==> src/rtl/dxl_pkg.sv <==
package dxl_pkg;
    localparam int PAGE_W  = 10;
    localparam int TAG_W   = 42;
    localparam int VA_W    = TAG_W + PAGE_W;
    localparam int SX_W    = 5;
    localparam int SY_W    = 5;
    localparam int SZ_W    = 6;
    localparam int START_W = SX_W + SY_W + SZ_W;
    localparam int LOG_W   = 6;
    localparam int EXT_W   = 3;
    localparam int RB_W    = EXT_W + 2;

    typedef struct packed {
        logic [TAG_W-1:0]   tag;
        logic [START_W-1:0] start;
        logic [LOG_W-1:0]   len;
        logic [LOG_W-1:0]   ppn;
        logic [EXT_W-1:0]   ex;
        logic [EXT_W-1:0]   ey;
        logic [EXT_W-1:0]   ez;
    } dxl_entry_t;

    typedef struct packed {
        logic             valid;
        logic             hit;
        dxl_entry_t       ent;
        logic [TAG_W-1:0] off;
    } dxl_s1_t;
endpackage

==> src/rtl/dxl_entry_store.sv <==
module dxl_entry_store
    import dxl_pkg::*;
#(
    parameter int ENTRIES = 8
) (
    input  logic                     clk,
    input  logic                     rst_n,
    input  logic                     wr_en,
    input  dxl_entry_t               wr_entry,
    output dxl_entry_t [ENTRIES-1:0] tbl,
    output logic [ENTRIES-1:0]       vld
);
    localparam int PTR_W = (ENTRIES > 1) ? $clog2(ENTRIES) : 1;
    localparam logic [PTR_W-1:0] LAST = PTR_W'(ENTRIES - 1);

    typedef struct packed {
        logic [ENTRIES-1:0]       vld;
        logic [PTR_W-1:0]         ptr;
        dxl_entry_t [ENTRIES-1:0] tbl;
    } store_t;

    store_t st_d, st_q;

    always_comb begin
        st_d = st_q;
        if (wr_en) begin
            st_d.tbl[st_q.ptr] = wr_entry;
            st_d.vld[st_q.ptr] = 1'b1;
            st_d.ptr           = (st_q.ptr == LAST) ? '0 : st_q.ptr + 1'b1;
        end
    end

    always_ff @(posedge clk) begin
        if (!rst_n) st_q <= '0;
        else        st_q <= st_d;
    end

    assign tbl = st_q.tbl;
    assign vld = st_q.vld;

    AST_WR_SLOT_FILLED: assert property (@(posedge clk) disable iff (!rst_n)
        wr_en |=> (vld[$past(st_q.ptr)] && tbl[$past(st_q.ptr)] == $past(wr_entry)))
        else $error("written entry not in its slot");
endmodule

==> src/rtl/dxl_match.sv <==
module dxl_match
    import dxl_pkg::*;
#(
    parameter int ENTRIES = 8
) (
    input  logic                     clk,
    input  logic                     rst_n,
    input  logic                     lk_valid,
    input  logic [TAG_W-1:0]         vpn,
    input  dxl_entry_t [ENTRIES-1:0] tbl,
    input  logic [ENTRIES-1:0]       vld,
    output dxl_s1_t                  s1
);
    logic [ENTRIES-1:0] hit_vec;
    logic [TAG_W-1:0]   grp_mask [ENTRIES];

    for (genvar gi = 0; gi < ENTRIES; gi++) begin : g_cmp
        assign grp_mask[gi] = {TAG_W{1'b1}} << tbl[gi].len;
        assign hit_vec[gi]  = vld[gi] && (((vpn ^ tbl[gi].tag) & grp_mask[gi]) == '0);
    end

    dxl_s1_t          s1_d, s1_q;
    dxl_entry_t       sel_ent;
    logic [TAG_W-1:0] sel_mask;

    always_comb begin
        sel_ent  = '0;
        sel_mask = '0;
        for (int i = ENTRIES - 1; i >= 0; i--) begin
            if (hit_vec[i]) begin
                sel_ent  = tbl[i];
                sel_mask = grp_mask[i];
            end
        end
        s1_d       = '0;
        s1_d.valid = lk_valid;
        if (lk_valid && (|hit_vec)) begin
            s1_d.hit = 1'b1;
            s1_d.ent = sel_ent;
            s1_d.off = vpn & ~sel_mask;
        end
    end

    always_ff @(posedge clk) begin
        if (!rst_n) s1_q <= '0;
        else        s1_q <= s1_d;
    end

    assign s1 = s1_q;

    AST_NO_MATCH_MISS: assert property (@(posedge clk) disable iff (!rst_n)
        (lk_valid && hit_vec == '0) |=> (s1_q.valid && !s1_q.hit))
        else $error("miss not carried to stage one");

    AST_SLOT0_WINS: assert property (@(posedge clk) disable iff (!rst_n)
        (lk_valid && hit_vec[0]) |=> (s1_q.hit && s1_q.ent == $past(tbl[0])))
        else $error("lowest slot did not win");
endmodule

==> src/rtl/dxl_coord.sv <==
module dxl_coord
    import dxl_pkg::*;
(
    input  logic            clk,
    input  logic            rst_n,
    input  dxl_s1_t         s1,
    output logic            rs_valid,
    output logic            rs_hit,
    output logic            rs_miss,
    output logic [SX_W-1:0] rs_x,
    output logic [SY_W-1:0] rs_y,
    output logic [SZ_W-1:0] rs_z
);
    localparam int Y_LO = SX_W;
    localparam int Z_LO = SX_W + SY_W;

    typedef struct packed {
        logic            valid;
        logic            hit;
        logic            miss;
        logic [SX_W-1:0] x;
        logic [SY_W-1:0] y;
        logic [SZ_W-1:0] z;
    } res_t;

    res_t res_d, res_q;

    logic [RB_W-1:0]  rbits, xy_bits;
    logic [TAG_W-1:0] node_idx, xo, yo, zo;
    logic [SX_W-1:0]  sx;
    logic [SY_W-1:0]  sy;
    logic [SZ_W-1:0]  sz;

    always_comb begin
        xy_bits  = RB_W'(s1.ent.ex) + RB_W'(s1.ent.ey);
        rbits    = xy_bits + RB_W'(s1.ent.ez);
        node_idx = (s1.off >> s1.ent.ppn) & ~({TAG_W{1'b1}} << rbits);
        xo       = node_idx & ~({TAG_W{1'b1}} << s1.ent.ex);
        yo       = (node_idx >> s1.ent.ex) & ~({TAG_W{1'b1}} << s1.ent.ey);
        zo       = (node_idx >> xy_bits) & ~({TAG_W{1'b1}} << s1.ent.ez);
        sx       = s1.ent.start[Y_LO-1:0];
        sy       = s1.ent.start[Z_LO-1:Y_LO];
        sz       = s1.ent.start[START_W-1:Z_LO];

        res_d       = '0;
        res_d.valid = s1.valid;
        res_d.hit   = s1.valid && s1.hit;
        res_d.miss  = s1.valid && !s1.hit;
        if (s1.valid && s1.hit) begin
            res_d.x = sx + xo[SX_W-1:0];
            res_d.y = sy + yo[SY_W-1:0];
            res_d.z = sz + zo[SZ_W-1:0];
        end
    end

    always_ff @(posedge clk) begin
        if (!rst_n) res_q <= '0;
        else        res_q <= res_d;
    end

    assign rs_valid = res_q.valid;
    assign rs_hit   = res_q.hit;
    assign rs_miss  = res_q.miss;
    assign rs_x     = res_q.x;
    assign rs_y     = res_q.y;
    assign rs_z     = res_q.z;

    AST_MISS_ZERO: assert property (@(posedge clk) disable iff (!rst_n)
        rs_miss |-> (rs_x == '0 && rs_y == '0 && rs_z == '0))
        else $error("miss with nonzero coordinates");

    AST_IDLE_QUIET: assert property (@(posedge clk) disable iff (!rst_n)
        !rs_valid |-> (!rs_hit && !rs_miss))
        else $error("flag without valid");

    AST_HIT_XOR_MISS: assert property (@(posedge clk) disable iff (!rst_n)
        rs_valid |-> $onehot({rs_hit, rs_miss}))
        else $error("result neither or both hit and miss");
endmodule

==> src/rtl/dest_xlate.sv <==
module dest_xlate
    import dxl_pkg::*;
#(
    parameter int ENTRIES = 8
) (
    input  logic               clk,
    input  logic               rst_n,
    input  logic               wr_en,
    input  logic [TAG_W-1:0]   wr_tag,
    input  logic [START_W-1:0] wr_start,
    input  logic [LOG_W-1:0]   wr_len,
    input  logic [LOG_W-1:0]   wr_ppn,
    input  logic [EXT_W-1:0]   wr_ext_x,
    input  logic [EXT_W-1:0]   wr_ext_y,
    input  logic [EXT_W-1:0]   wr_ext_z,
    input  logic               lk_valid,
    input  logic [VA_W-1:0]    lk_vaddr,
    output logic               rs_valid,
    output logic               rs_hit,
    output logic               rs_miss,
    output logic [SX_W-1:0]    rs_x,
    output logic [SY_W-1:0]    rs_y,
    output logic [SZ_W-1:0]    rs_z
);
    dxl_entry_t               wr_entry;
    dxl_entry_t [ENTRIES-1:0] tbl;
    logic [ENTRIES-1:0]       vld;
    dxl_s1_t                  s1;

    always_comb begin
        wr_entry.tag   = wr_tag;
        wr_entry.start = wr_start;
        wr_entry.len   = wr_len;
        wr_entry.ppn   = wr_ppn;
        wr_entry.ex    = wr_ext_x;
        wr_entry.ey    = wr_ext_y;
        wr_entry.ez    = wr_ext_z;
    end

    dxl_entry_store #(.ENTRIES(ENTRIES)) u_store (
        .clk      (clk),
        .rst_n    (rst_n),
        .wr_en    (wr_en),
        .wr_entry (wr_entry),
        .tbl      (tbl),
        .vld      (vld)
    );

    dxl_match #(.ENTRIES(ENTRIES)) u_match (
        .clk      (clk),
        .rst_n    (rst_n),
        .lk_valid (lk_valid),
        .vpn      (lk_vaddr[VA_W-1:PAGE_W]),
        .tbl      (tbl),
        .vld      (vld),
        .s1       (s1)
    );

    dxl_coord u_coord (
        .clk      (clk),
        .rst_n    (rst_n),
        .s1       (s1),
        .rs_valid (rs_valid),
        .rs_hit   (rs_hit),
        .rs_miss  (rs_miss),
        .rs_x     (rs_x),
        .rs_y     (rs_y),
        .rs_z     (rs_z)
    );

    AST_TWO_CYCLE: assert property (@(posedge clk) disable iff (!rst_n)
        lk_valid |=> ##1 rs_valid)
        else $error("result not two cycles after request");

    AST_NO_SPURIOUS: assert property (@(posedge clk) disable iff (!rst_n)
        !lk_valid |=> ##1 !rs_valid)
        else $error("result without request");
endmodule

==> config.mk <==
export PLATFORM = sky130hd
export DESIGN_NAME = dest_xlate
export DESIGN_NICKNAME = d
export VERILOG_FILES = /design/src/rtl/dxl_pkg.sv /design/src/rtl/dxl_entry_store.sv /design/src/rtl/dxl_match.sv /design/src/rtl/dxl_coord.sv /design/src/rtl/dest_xlate.sv
export SDC_FILE = /design/constraint.sdc
export NUM_CORES = 2
export LEC_CHECK = 0
export ABC_CLOCK_PERIOD_IN_PS = 5900
export BUFFER_PORTS_ARGS = -buffer_cell sky130_fd_sc_hd__buf_2
export CAP_MARGIN = 25
export CORE_MARGIN = 1
export CORE_UTILIZATION = 25
export DETAILED_ROUTE_END_ITERATION = 10
export PLACE_DENSITY_LB_ADDON = 0.12
export SLEW_MARGIN = 15
export SYNTH_ARGS = -nofsm -noshare
export SYNTH_HDL_FRONTEND = slang
export SYNTH_SLANG_ARGS = --single-unit
export TNS_END_PERCENT = 5
==> constraint.sdc <==
create_clock -name clk -period 5.9 [get_ports clk]
set_input_delay 0.59 -clock clk [delete_from_list [all_inputs] [get_ports clk]]
set_output_delay 0.59 -clock clk [all_outputs]
set_load 0.005 [all_outputs]
# Word-level counts from Yosys, hierarchy flattened
# Cells that the tools add are included.
# W data, S select, Z words.
dict set report word_totals {
  output_inout_bits 19
  elab_cells 170
  in_bits 135
  regBits 737
}
dict set report classes {
  mux 23
  n_reduce_logical 24
  order_cmp 2
  eq_ne 1
  bitwise 27
  shifts 15
  addsub 6
}
# op n
set op_table {}
lappend op_table {{$mux W79} 9}
lappend op_table {{$bwmux W632} 1}
lappend op_table {{$and A42 B42 Y42} 10}
lappend op_table {{$logic_not A42 Y1} 8}
lappend op_table {{$mux W42} 8}
lappend op_table {{$shl A42 B6 Y42 const A} 8}
lappend op_table {{$xor A42 B42 Y42} 8}
lappend op_table {{$demux W79 S3} 1}
lappend op_table {{$mux W122} 1}
lappend op_table {{$not A42 Y42} 2}
lappend op_table {{$shl A42 B3 Y5 const A} 2}
lappend op_table {{$shl A42 B3 Y6 const A} 1}
lappend op_table {{$shl A42 B5 Y42 const A} 1}
lappend op_table {{$shr A42 B3 Y5} 1}
lappend op_table {{$shr A42 B4 Y6} 1}
lappend op_table {{$shr A42 B6 Y42} 1}
lappend op_table {{$logic_and A1 B1 Y1} 12}
lappend op_table {{$add A5 B5 Y5} 2}
lappend op_table {{$and A5 B5 Y5} 2}
lappend op_table {{$not A5 Y5} 2}
lappend op_table {{$or A8 B8 Y8} 1}
lappend op_table {{$reduce_or A8 Y1} 1}
lappend op_table {{$add A6 B6 Y6} 1}
lappend op_table {{$and A6 B6 Y6} 1}
lappend op_table {{other kinds (12)} 13}

# Logic depth before layout (Yosys ltp)
dict set report depth {
  word_depth 15
  depth_mapped 24
  mapped_depth_nobuf 22
}

# By module
# A second synthesis with hierarchy kept.
dict set report hier_totals {
  hier_cells 6377
  area_unflattened_um2 52325.2
}
# mod seq_area_each_um2 n_inst area_per_inst_um2 cells_each
set by_module_without_submodules {}
lappend by_module_without_submodules {dxl_entry_store 12872.3 1 27614.0 2814}
lappend by_module_without_submodules {dxl_match 2462.4 1 19548.7 2946}
lappend by_module_without_submodules {dxl_coord 380.4 1 5162.5 617}

# Worst setup path after synthesis
# No wires, ideal clock.
dict set report synth_path {
  path_kind {reg-to-reg}
  startpoint {reg u_match.s1_q (netlist bit u_match.s1[45])}
  endpoint {reg u_coord.res_q (netlist bit u_coord.rs_z[5])}
  setup_ps 70
  stages_incl_launch_ff 24
  slack_ps 534
  n_path_buf 2
  t_arrival_ps 5296
  required_time_ps 5830
  path_cell_list {dfxtp_1 -> ha_1 -> fa_1 -> xnor2_1 -> inv_1 -> clkbuf_1 -> ha_1 -> a21oi_1 -> and2_1 -> clkbuf_1 -> mux2i_1 -> o221a_2 -> mux4_2 -> a21o_1 -> a31oi_1 -> a311oi_1 -> ha_1 -> a21o_1 -> a21oi_1 -> o21bai_1 -> a21oi_1 -> xnor2_1 -> or4_1 -> a21oi_1}
}
dict set report synth_via {
  elab_chain_len 8
}
# item line_no
set synth_lines {}
lappend synth_lines {{from (decl)} dxl_match.sv:22} ;# dxl_s1_t s1_d, s1_q;
lappend synth_lines {{from (signal assigned)} dxl_match.sv:45} ;# if (!rst_n) s1_q <= '0;
lappend synth_lines {{from (signal assigned)} dxl_match.sv:46} ;# else s1_q <= s1_d;
lappend synth_lines {{$add A3 B3 Y4 (*)} dxl_coord.sv:35} ;# xy_bits = RB_W'(s1.ent.ex) + RB_W'(s1.ent.ey);
lappend synth_lines {{$add A5 B3 Y5} dxl_coord.sv:36} ;# rbits = xy_bits + RB_W'(s1.ent.ez);
lappend synth_lines {{$shl A42 B5 Y42} dxl_coord.sv:37} ;# node_idx = (s1.off >> s1.ent.ppn) & ~({TAG_W{1'b1}} << rbits);
lappend synth_lines {{$not A42 Y42} dxl_coord.sv:37}
lappend synth_lines {{$and A42 B42 Y42} dxl_coord.sv:37}
lappend synth_lines {{$shr A42 B4 Y6 (*)} dxl_coord.sv:40} ;# zo = (node_idx >> xy_bits) & ~({TAG_W{1'b1}} << s1.ent.ez);
lappend synth_lines {{$and A6 B6 Y6 (*)} dxl_coord.sv:40}
lappend synth_lines {{$add A6 B6 Y6 (*)} dxl_coord.sv:52} ;# res_d.z = sz + zo[SZ_W-1:0];
lappend synth_lines {{to (signal assigned)} dxl_coord.sv:58} ;# else res_q <= res_d;
lappend synth_lines {{to (decl)} dxl_coord.sv:26} ;# res_t res_d, res_q;
# Every way passes the cells marked *; elsewhere a longest branch is shown, timed or not.
# A chain may end at the register's enable or synchronous reset.

# Final worst setup path
# Ends and elaborated chain as after synthesis.

==> flow_summary.rst <==
.. list-table::
   :header-rows: 1

   * - Metric
     - Value
   * - Top metal layer carrying routed signals
     - met5
   * - Setup WS post-layout
     - around 0.35 ns
   * - Post-synthesis net count
     - 6038
   * - Critical path class
     - reg2reg
   * - Cell breakdown of the critical path
     - ha_1, fa_1, xnor2_1, inv_1, ha_1, nand3_1, and2_1, buf_4, mux2_2, buf_4, nor4_1, inv_1, mux4_2, a311oi_1, ha_1, a21o_1, a21oi_1, o21bai_1, a21oi_1, xnor2_1, or4_1, a21oi_1
   * - Number of distinct standard cells referenced by the synthesized netlist
     - 97
   * - Setup crit start kind
     - flip-flop
   * - Share of flip-flops with an asynchronous set or reset
     - 0
   * - Final hold violation count
     - 0
   * - Buffers added on ports
     - 143
   * - Synth Register Bits
     - approximately 740
   * - Number of antenna violations at the first check in global routing
     - 35
   * - Cell area after layout
     - about 52000 um^2
   * - Worst Hold End
     - u_store.tbl[428]
   * - Mux contribution to synthesized area
     - 0.0416
   * - Horizontal extent of the die
     - around 430 um
   * - Num ports
     - 154
   * - Total gr overflow
     - 0
   * - Met3 layer wire length in the routed design
     - 16800 um
   * - Number of buffers added to fix hold violations after cts
     - 0
   * - Number of H-tree branching levels
     - 3
   * - Post-route insts no fill
     - 8237
   * - Count of buffers added by post-CTS timing repair for setup
     - 0
   * - Clock Skew
     - around 0.054 ns
   * - Slowest-stage cell, CP
     - mux4_2
   * - TritonCTS clock tree
     - built
   * - Most common cell after layout, fill and taps aside
     - nand2_1
   * - Cell count of the worst reg-to-reg path
     - 22
   * - Post-route DRC
     - 0
   * - Proportion of layout cells with a drive suffix above 1
     - 0.136
   * - Synthesized-area fraction occupied by adder cells
     - 0.00856
   * - First element of the critical path
     - u_match.s1[45]
   * - Run status
     - completed
   * - Number of standard-cell rows in the floorplan
     - 155
   * - Tightest Pin Transition
     - 1.19 ns
   * - Worst slack, placed
     - 0.419 ns
   * - 1st-pass router iterations
     - 6
   * - Vertical die dimension
     - 426 um
   * - Wire length of the first global-routing pass
     - 378000 um
   * - Worst-path fanout max
     - 7
   * - Data required, critical path
     - about 6.6 ns
   * - Initial core utilization
     - 0.252
   * - Detailed-routed wire length on met2
     - roughly 120000 um
   * - Sum of net half-perimeters after detailed placement
     - 203000 um
   * - Buffers from clock root to sink, at most
     - 3
   * - Worst-case headroom to the max-slew limit
     - 0.201
   * - Post-route antenna net violation count
     - 0
   * - Simple-gate share of the synthesized area
     - 0.212
   * - Setup slack of the worst register-to-register path
     - 0.35 ns
   * - Met1 layer wirelength in the final routing
     - 123000 um
   * - Combinational family with the most area after synthesis
     - compound AO/OA/AOI/OAI gates
   * - Fmax achieved
     - 180 MHz
   * - Reported max-cap violation count
     - 0
   * - Number of gates resized after CTS
     - 0
   * - Placed Instances
     - a little over 8000
   * - Synthesized-area fraction occupied by xor and xnor cells
     - 0.0689
   * - Max-slew violations
     - 0
   * - Post-place instance area
     - just under 50000 um^2
   * - Initial drt markers
     - 4655
   * - Maximum ir drop on the vdd rail
     - 0.000202 V
   * - Startpoint of the most critical hold path
     - wr_start[12]
   * - Sequential fraction of the synthesis area
     - 0.328
   * - Final cycle utilization of the critical path
     - 0.940
   * - Area enclosed by the die boundary
     - roughly 180000 um^2
   * - Average wire length per cell after detail routing
     - 33.8 um
   * - Fillers
     - between 15000 and 20000
   * - Number of enable flip-flop cells after synthesis
     - 0
   * - Via count of the first global-routing pass
     - 43301
   * - Area of the mapped netlist
     - 45000 um^2
   * - Pin count of the biggest net entering global routing
     - 164
   * - Reg2reg end
     - u_coord.rs_z[5]
   * - Wire length reported by the detailed router
     - 278000 um
   * - Via count
     - 46023
   * - Synth Instances
     - between 5000 and 6000
   * - Yosys warning total
     - 0
   * - Endpoint arrival time on the critical path
     - 6.23 ns
   * - Placeable core area
     - roughly 180000 um^2
   * - Type of destination of the critical path
     - flip-flop
   * - Final number of setup-violating endpoints
     - 0
   * - Source of the worst register-to-register timing path
     - u_match.s1[45]
   * - Average vias per placed instance
     - 5.59
   * - Clock root cell
     - clkbuf_16
   * - Power per cell area
     - 236 nW/um^2
   * - Clock insertion delay at the later pin of the skew report
     - 0.76 ns
   * - Total track usage
     - 0.298
   * - Min-Delay Path Class
     - in2reg
   * - Number of clock sinks
     - 737
   * - Pleak
     - 0.0182 uW
   * - Number of clock buffers inserted by TritonCTS
     - 92
   * - Post-Route Utilization
     - 0.291
   * - Layout Area Growth over Synthesis
     - 15.5%
   * - Clk slew on worst S/H paths
     - roughly 0.060 ns
   * - Most frequent cells in the layout
     - 1557 x nand2_1, 734 x dfxtp_1, 637 x a21boi_0, 294 x buf_4, 214 x xnor2_1
   * - Final setup TNS
     - 0 ns
   * - Worst path max stage delay
     - 0.49 ns
   * - Gpl congestion
     - approximately 1.1
   * - Total Nets Final
     - 5967
   * - Compound-Gate Fraction of Synth Area
     - 0.279
   * - Flip-flop cell with the highest count after synthesis
     - dfxtp_1
   * - Average footprint of a synthesized cell
     - 7.66 um^2
   * - Shortest period the worst path allows
     - about 5.5 ns
   * - Worst Hold Path Cells
     - 3
-- per-stage QoR --
step	total power, uW	hold slack (ns)
after floorplan	5860	0.392
after CTS	12400	0.109
after global routing	12600	0.140
after detailed placement	6560	0.453
after global placement	6560	0.447
final	12300	0.166
-- worst max-delay path by stage --
stage / endpoint / slack [ns]
after detailed placement: u_coord.rs_z[5] / 0.42
after floorplan: u_coord.rs_z[5] / 0.53
after global routing: u_coord.rs_z[5] / -0.001
after CTS: u_coord.rs_z[5] / 0.39
after global placement: u_coord.rs_z[5] / 0.25
final: u_coord.rs_z[5] / 0.35
-- layout make-up --
type / count / area [um^2] / area share
repair buffers: 461 / 3380 / 0.0651
well taps: 2355 / 2950 / 0.0567
multi-input cells: 4469 / 27700 / 0.532
clock buffers: 125 / 2590 / 0.0497
diodes: 5 / 12.5 / 0.000241
inverters: 44 / 165 / 0.00318
flip-flops and latches: 737 / 14800 / 0.284
clock inverters: 41 / 463 / 0.00890
-- kinds of logic after synthesis --
| kind of cell | after synthesis |
|---|---|
| xor gates and xnor gates | 354 |
| muxes | 116 |
| AOI/OAI and AO/OA | 1731 |
| buffers and inverters | 670 |
| DFF | 737 |
| and+or+nand+nor | 2240 |
| adders and majority gates | 28 |
-- registers in the layout, indices dropped and copies added (netlist names) --
register          cells
u_coord.rs_hit        1
u_coord.rs_miss       1
u_coord.rs_valid      1
u_coord.rs_x          5
u_coord.rs_y          5
u_coord.rs_z          6
u_match.s1           75
u_store.st_q          3
u_store.tbl         632
u_store.vld           8
-- worst max-delay path: cells and delay by family (launching register included) --
family	cells	cell delay [ns]
simple gates	4	1.15
xor+xnor	2	0.36
mux	2	0.77
compound gates	6	1.04
fa+ha+maj	4	1.24
buf+inv	4	0.59
flops	1	0.33
-- power by group --
| part | internal, uW | switching [uW] | leakage (uW) |
|---|---|---|---|
| Combinational | 359 | 974 | 0.0107 |
| Clock | 3310 | 2500 | 0.00151 |
| Sequential | 5060 | 84.8 | 0.00596 |
| Total | 8730 | 3560 | 0.0182 |
-- cell usage after synthesis (14+ instances only) --
cell type / number / area share
nand2_1: 1561 / 0.13
dfxtp_1: 737 / 0.33
a21boi_0: 637 / 0.11
clkbuf_1: 413 / 0.034
nor2_1: 219 / 0.018
xnor2_1: 214 / 0.042
o21ai_0: 203 / 0.023
a21oi_1: 190 / 0.021
xor2_1: 140 / 0.027
buf_2: 97 / 0.011
nor3_1: 81 / 0.0090
clkbuf_2: 79 / 0.0088
nand4_1: 75 / 0.010
a31oi_1: 74 / 0.010
nand3_1: 66 / 0.0073
o21a_1: 64 / 0.011
mux4_2: 55 / 0.028
a211oi_1: 54 / 0.0090
mux2i_1: 43 / 0.0096
o221ai_1: 42 / 0.0082
inv_1: 38 / 0.0032
and2_1: 36 / 0.0050
o211ai_1: 35 / 0.0058
or2_2: 33 / 0.0046
o22ai_1: 32 / 0.0044
or3_1: 32 / 0.0044
a21o_1: 31 / 0.0052
a2111oi_0: 30 / 0.0058
nor4_1: 30 / 0.0042
a22oi_1: 28 / 0.0047
a311oi_1: 25 / 0.0049
a211o_1: 24 / 0.0047
buf_1: 24 / 0.0020
o31ai_1: 24 / 0.0040
ha_1: 22 / 0.0061
and3_1: 21 / 0.0029
or4_1: 21 / 0.0035
a311oi_2: 20 / 0.0067
a221oi_1: 19 / 0.0037
o32ai_1: 19 / 0.0037
a41oi_1: 18 / 0.0035
mux2_2: 18 / 0.0045
o2111ai_1: 17 / 0.0033
nor2b_1: 14 / 0.0019
-- layer usage --
layer | up-vias | track usage
met5 | - | 0
met2 | 1933 | 0.461
met4 | 16 | 0.151
met1 | 23201 | 0.402
li1 | 20417 | -
met3 | 456 | 0.0439
No activity file was read; power rests on OpenSTA's default activity.
